$ cat config.mk
export PLATFORM = sky130hd
export DESIGN_NAME = fbr_flash_read_bridge
export DESIGN_NICKNAME = d
export VERILOG_FILES = /design/src/rtl/fbr_pkg.sv /design/src/rtl/fbr_wait_timer.sv /design/src/rtl/fbr_word_pack.sv /design/src/rtl/fbr_flash_read_bridge.sv
export SDC_FILE = /design/constraint.sdc
export NUM_CORES = 1
export LEC_CHECK = 0
export BUFFER_PORTS_ARGS = -buffer_cell sky130_fd_sc_hd__buf_2
export CORE_ASPECT_RATIO = 0.7
export CORE_MARGIN = 2
export CORE_UTILIZATION = 51
export DETAILED_ROUTE_END_ITERATION = 8
export GPL_TIMING_DRIVEN = 0
export HOLD_SLACK_MARGIN = 0.03
export PLACE_DENSITY = 0.8
export REMOVE_ABC_BUFFERS = 1
export SLEW_MARGIN = 40
export SYNTH_ARGS = -nofsm -noshare
export SYNTH_HDL_FRONTEND = slang
export SYNTH_SLANG_ARGS = --single-unit
$ cat constraint.sdc
create_clock -name clk_i -period 2.45 [get_ports clk_i]
set_clock_uncertainty 0.15 [all_clocks]
set_input_delay 0.3675 -clock clk_i [delete_from_list [all_inputs] [get_ports clk_i]]
set_output_delay 0.3675 -clock clk_i [all_outputs]
set_load 0.1 [all_outputs]
$ cat src/rtl/fbr_pkg.sv
`timescale 1ns/1ps
package fbr_pkg;
  typedef enum logic [1:0] {
    ST_IDLE   = 2'd0,
    ST_GAP    = 2'd1,
    ST_ACCESS = 2'd2,
    ST_ACK    = 2'd3
  } fbr_state_t;
endpackage

$ cat src/rtl/fbr_wait_timer.sv
`timescale 1ns/1ps
module fbr_wait_timer #(
  parameter int unsigned WAIT_CYCLES = 12
) (
  input  logic clk_i,
  input  logic rst_ni,
  input  logic run_i,
  output logic last_o
);
  localparam int unsigned CW = (WAIT_CYCLES < 2) ? 1 : $clog2(WAIT_CYCLES);
  localparam logic [CW-1:0] LAST_VAL = CW'(WAIT_CYCLES - 1);

  logic [CW-1:0] cnt_q;

  assign last_o = run_i && (cnt_q == LAST_VAL);

  always_ff @(posedge clk_i or negedge rst_ni) begin
    if (!rst_ni) begin
      cnt_q <= '0;
    end else if (!run_i || last_o) begin
      cnt_q <= '0;
    end else begin
      cnt_q <= cnt_q + 1'b1;
    end
  end

  // the count never passes the programmed access length
  assert_cnt_bound_R3: assert property (@(posedge clk_i) disable iff (!rst_ni)
    cnt_q <= LAST_VAL);

  // the counter restarts from zero on each new access
  assert_cnt_restart_R3: assert property (@(posedge clk_i) disable iff (!rst_ni)
    !run_i |=> cnt_q == '0);
endmodule

$ cat src/rtl/fbr_word_pack.sv
`timescale 1ns/1ps
module fbr_word_pack #(
  parameter int unsigned LANE_W = 16
) (
  input  logic                  clk_i,
  input  logic                  rst_ni,
  input  logic                  cap_lo_i,
  input  logic                  cap_hi_i,
  input  logic [LANE_W-1:0]     lane_i,
  output logic [2*LANE_W-1:0]   word_o
);
  logic [LANE_W-1:0]   lo_q;
  logic [2*LANE_W-1:0] word_q;

  always_ff @(posedge clk_i or negedge rst_ni) begin
    if (!rst_ni) begin
      lo_q   <= '0;
      word_q <= '0;
    end else begin
      if (cap_lo_i) lo_q <= lane_i;
      if (cap_hi_i) word_q <= {lane_i, lo_q};
    end
  end

  assign word_o = word_q;

  // the two halves are never captured in the same cycle
  assert_one_lane_R4: assert property (@(posedge clk_i) disable iff (!rst_ni)
    !(cap_lo_i && cap_hi_i));

  // the packed word moves only when the upper half is taken
  assert_word_on_hi_R4: assert property (@(posedge clk_i) disable iff (!rst_ni)
    !cap_hi_i |=> $stable(word_q));
endmodule

$ cat src/rtl/fbr_flash_read_bridge.sv
`timescale 1ns/1ps
module fbr_flash_read_bridge
  import fbr_pkg::*;
#(
  parameter int unsigned WB_AW       = 32,
  parameter int unsigned FL_DW       = 16,
  parameter int unsigned FL_AW       = 20,
  parameter int unsigned WAIT_CYCLES = 12
) (
  input  logic                 clk_i,
  input  logic                 rst_ni,
  input  logic                 wb_cyc_i,
  input  logic                 wb_stb_i,
  input  logic                 wb_we_i,
  input  logic                 wb_lock_i,
  input  logic [WB_AW-1:0]     wb_adr_i,
  output logic [2*FL_DW-1:0]   wb_dat_o,
  output logic                 wb_ack_o,
  output logic [FL_AW-1:0]     fl_adr_o,
  input  logic [FL_DW-1:0]     fl_dq_i,
  output logic                 fl_ce_no,
  output logic                 fl_oe_no,
  output logic                 fl_we_no,
  output logic                 fl_word_mode_o
);
  localparam int unsigned IDX_W = FL_AW - 1;

  fbr_state_t       state_q;
  logic             half_q;
  logic             keep_ce_q;
  logic             ack_rd_q;
  logic [FL_AW-1:0] fadr_q;
  logic             last_w;
  logic             active_w;
  logic             rd_req_w;
  logic             wr_req_w;
  logic             cap_lo_w;
  logic             cap_hi_w;
  logic [IDX_W-1:0] word_idx_w;
  logic             unused_adr;

  assign active_w   = wb_cyc_i && wb_stb_i;
  assign rd_req_w   = active_w && !wb_we_i;
  assign wr_req_w   = active_w && wb_we_i;
  assign word_idx_w = wb_adr_i[FL_AW:2];
  assign unused_adr = ^{wb_adr_i[WB_AW-1:FL_AW+1], wb_adr_i[1:0]};

  fbr_wait_timer #(.WAIT_CYCLES(WAIT_CYCLES)) u_timer (
    .clk_i  (clk_i),
    .rst_ni (rst_ni),
    .run_i  (state_q == ST_ACCESS),
    .last_o (last_w)
  );

  assign cap_lo_w = (state_q == ST_ACCESS) && active_w && last_w && !half_q;
  assign cap_hi_w = (state_q == ST_ACCESS) && active_w && last_w &&  half_q;

  fbr_word_pack #(.LANE_W(FL_DW)) u_pack (
    .clk_i    (clk_i),
    .rst_ni   (rst_ni),
    .cap_lo_i (cap_lo_w),
    .cap_hi_i (cap_hi_w),
    .lane_i   (fl_dq_i),
    .word_o   (wb_dat_o)
  );

  always_ff @(posedge clk_i or negedge rst_ni) begin
    if (!rst_ni) begin
      state_q   <= ST_IDLE;
      half_q    <= 1'b0;
      keep_ce_q <= 1'b0;
      ack_rd_q  <= 1'b0;
      fadr_q    <= '0;
    end else begin
      unique case (state_q)
        ST_IDLE: begin
          keep_ce_q <= keep_ce_q && wb_cyc_i && wb_lock_i;
          if (rd_req_w) begin
            fadr_q   <= {word_idx_w, 1'b0};
            half_q   <= 1'b0;
            ack_rd_q <= 1'b1;
            state_q  <= ST_GAP;
          end else if (wr_req_w) begin
            ack_rd_q <= 1'b0;
            state_q  <= ST_ACK;
          end
        end
        ST_GAP: begin
          if (!active_w) begin
            keep_ce_q <= 1'b0;
            state_q   <= ST_IDLE;
          end else begin
            state_q <= ST_ACCESS;
          end
        end
        ST_ACCESS: begin
          if (!active_w) begin
            keep_ce_q <= 1'b0;
            state_q   <= ST_IDLE;
          end else if (last_w) begin
            if (!half_q) begin
              half_q  <= 1'b1;
              fadr_q  <= {fadr_q[FL_AW-1:1], 1'b1};
              state_q <= ST_GAP;
            end else begin
              state_q <= ST_ACK;
            end
          end
        end
        ST_ACK: begin
          keep_ce_q <= wb_cyc_i && wb_lock_i && (ack_rd_q || keep_ce_q);
          state_q   <= ST_IDLE;
        end
        default: state_q <= ST_IDLE;
      endcase
    end
  end

  assign wb_ack_o       = (state_q == ST_ACK);
  assign fl_adr_o       = fadr_q;
  assign fl_oe_no       = !(state_q == ST_ACCESS);
  assign fl_ce_no       = !((state_q == ST_GAP) || (state_q == ST_ACCESS) ||
                            ((state_q == ST_ACK) && ack_rd_q) ||
                            ((state_q == ST_IDLE) && keep_ce_q));
  assign fl_we_no       = 1'b1;
  assign fl_word_mode_o = 1'b1;

  // acknowledge lasts exactly one cycle
  assert_ack_pulse_R5: assert property (@(posedge clk_i) disable iff (!rst_ni)
    wb_ack_o |=> !wb_ack_o);

  // output enable only under chip enable
  assert_oe_under_ce_R2: assert property (@(posedge clk_i) disable iff (!rst_ni)
    !fl_oe_no |-> !fl_ce_no);

  // address held while output enable stays low
  assert_adr_hold_R6: assert property (@(posedge clk_i) disable iff (!rst_ni)
    (!fl_oe_no && !$past(fl_oe_no)) |-> $stable(fl_adr_o));

  // returned word changes only alongside the acknowledge
  assert_dat_on_ack_R7: assert property (@(posedge clk_i) disable iff (!rst_ni)
    !$stable(wb_dat_o) |-> wb_ack_o);

  // an abort releases both strobes on the next cycle
  assert_abort_release_R10: assert property (@(posedge clk_i) disable iff (!rst_ni)
    ((state_q == ST_GAP || state_q == ST_ACCESS) && !active_w) |=> (fl_ce_no && fl_oe_no && !wb_ack_o));

  // a write from idle is acknowledged one cycle later
  assert_write_ack_R9: assert property (@(posedge clk_i) disable iff (!rst_ni)
    (state_q == ST_IDLE && wr_req_w) |=> (wb_ack_o && fl_oe_no));

  // a read acknowledge always follows a flash access cycle
  assert_ack_after_access_R3: assert property (@(posedge clk_i) disable iff (!rst_ni)
    ($rose(wb_ack_o) && ack_rd_q) |-> !$past(fl_oe_no));
endmodule

==> results.toml <==
[detailed_routing]
firstDrtPassIters = 4
initialDrtViolationCount = 39
vias = 2093
antenna_left = 0
viasPerCell = 4.91
drt-total-wl_um = 6140
wl_per_cell_um = 14.4
drc = 0

[floorplanning]
rows = 25
fp.dieW_um = 103
die_area_um2 = 7550
die_y_um = 73.3
ioPinCount = 111
core_um2 = 6690
initial_core_util_pct = 52.2

[finish]
nFillCells = 549
nNetsFinal = 388
diodes = 0
finalCoreUtilization_pct = 63.3
area_growth_pct = 21.2
final_layout_size_suffix_gt1_share_pct = 56.6

[clock_network]
cts-htree-levels = 3
clock_path_buffers = 2
cts-root-buf = "clkbuf_8"
cts_made_buffers = 9
cts_sinks = 77
cts_tree = "built"
clock_latency_ns = 0.33
clk_pin_slew_worst_paths_ns = 0.08

[setup_path]
crit_fanout = 17
r2r_cells = 6
r2r_end = "u_pack.word_o[28]"
worstSetupEndpointType = "flop"
required_ns = 2.52
path_class = "flop to flop"
timing.rr.start = "state_q[0]"
arrival_ns = 2.42
worst_setup_path_start_kind = "flop"
reg2reg_slack_ns = 0.09

[sta]
setup_tns_ns = 0
fmax_ghz = 0.425
slew_viol_final = 0
rsz0062_at_grt = "true"
hold_viol_final = 0
fin_crit_sh_pct = 96.1
max_slew_margin_pct = 63.1
tightest_slew_ns = 0.553
setup_viol = 0
min_period_ns = 2.36

[power_and_ir_drop]
p_leak_nw = 2.38
power_density_nw_per_um2 = 1160
ir_drop_mv = 0.679

[min_path]
holdPathEnd = "ack_rd_q"
hp-start = "wb_we_i"
hp-class = "input port to flop"
hold_depth = 2

[yosys]
ys_seq_elements = 77
syn_inst = 230
synth_cell_types = 33
ys_seq_area_share_pct = 55.1
synth_area_um2 = 3500
synth_edf_count = 0
syn_area_per_cell_um2 = 15.2
yosysWarnings = 0
async_flop_share_pct = 100
synth-main-ff-cell = "dfrtp_1"

[grt]
gr-total-overflow = 0
busiest_layer = "met2"
gr-usage-met2_pct = 27.4
grt_pass1_wl_um = 10300
antenna_found_initial = 0
grt_max_degree = 45
grt_pass1_vias = 2085
grt_use_met1_pct = 24.2
grt_usage_pct = 17.7
groute.layer.met3.usage_pct = 6.57

[placement]
dp_hpwl_um = 4360
gp_congestion = 0.832
port_buffers = 95

[run]
cap_violations = 0

[outcome]
outcome = "completed"
-- worst max-delay path by stage --
stage | startpoint | end | cells past startpoint
2_1_floorplan | state_q[1] | fl_ce_no | 2
3_3_place_gp | state_q[0] | u_pack.word_o[1] | 5
4_1_cts | state_q[0] | fl_ce_no | 4
6_report | state_q[0] | u_pack.word_o[28] | 6
5_1_grt | state_q[1] | fl_ce_no | 4
3_5_place_dp | state_q[0] | u_pack.word_o[23] | 6
-- registers in the layout, summed over array words and instances, names as in the netlist --
signal and cells:
u_pack.word_o 32, fl_adr_o 20, u_pack.lo_q 16, u_timer.cnt_q 4, state_q 2, ack_rd_q 1
half_q 1, keep_ce_q 1
-- cell usage after synthesis, types with 2 or more instances --
master,n,area share (%)
nand3_2,2,0.57
a31oi_1,2,0.36
mux2_2,27,8.7
nand2b_1,2,0.36
nor2_1,3,0.32
or3_1,2,0.36
buf_6,3,0.97
nor2b_1,19,3.4
nand3_1,2,0.29
dfrtp_1,77,55
ha_1,7,2.5
a21oi_1,2,0.29
mux2i_1,3,0.86
a221oi_1,3,0.75
inv_1,6,0.64
a2bb2oi_1,2,0.50
clkbuf_1,2,0.21
nand2_1,3,0.32
nand3b_1,3,0.64
buf_4,6,1.3
mux2_4,40,17
buf_12,3,1.7
-- cell type report --
type | count | area [µm²] | share of cell area (%)
inverters | 6 | 22.5 | 0.531
repair buffers | 99 | 557 | 13.1
multi-input cells | 134 | 1420 | 33.6
clock inverters | 5 | 61.3 | 1.45
well taps | 94 | 118 | 2.77
clock buffers | 11 | 131 | 3.10
flip-flops and latches | 77 | 1930 | 45.5
-- where the power goes --
group | total (mW) | switching [mW] | leakage (nW) | internal (mW)
clock | 0.920 | 0.447 | 0.0858 | 0.473
combinational | 2.37 | 1.86 | 1.25 | 0.510
sequential | 1.61 | 0.126 | 1.04 | 1.48
total | 4.90 | 2.44 | 2.38 | 2.46
-- metrics by stage --
stage                     total power, mW  setup slack (ns)  instances  cell area [µm²]  hold slack [ns]
after floorplan                      3.54             -1.48        217             3350          -0.0781
after global placement               3.94            -0.632        406             3950            0.297
after detailed placement             3.99           0.00337        409             4030            0.127
after CTS                            4.93            0.0283        426             4230           0.0911
after global routing                 5.15          -0.00972        426             4240           0.0994
final                                4.90            0.0946        426             4240            0.109
-- worst max-delay path: stages (launching register included) --
cell and delay [ns]:
dfrtp_1 0.41, inv_1 0.17, ha_2 0.32, nand3_2 0.13, or3_4 0.52, buf_16 0.23
mux2_4 0.30
-- kinds of logic after synthesis --
logic type | count (synthesis) | share of synthesized area (%)
buf+inv | 20 | 4.83
flops | 77 | 55.1
xor+xnor | 2 | 0.501
simple gates | 41 | 7.76
fa+ha+maj | 7 | 2.50
compound gates | 12 | 2.47
mux | 70 | 26.7
other cells | 1 | 0.107
-- cells in the final DEF, fill, tap and decap left out, drive strengths merged, types with 4 or more instances in the layout --
cell type / count
dfrtp: 77
ha: 7
mux2: 67
inv: 6
nor2b: 19
nand3b: 4
nand3: 4
buf: 98
clkbuf: 11
-- timing repair --
item                                    4_1_cts  5_1_grt
hold endpoints to repair                     33        0
endpoints found under the setup margin       16        1
buffers inserted                              0        0
gates resized for setup                       1        2
hold buffers                                  1        0
-- routing by layer --
metal  wire (µm)  share of wire [%]  vias up
li1            -                  -      986
met4          34               0.55        0
met1        2890                 47     1047
met2        2890                 47       56
met5           0                  0        -
met3         321                5.2        4
Power figures use the tool's default switching activity.
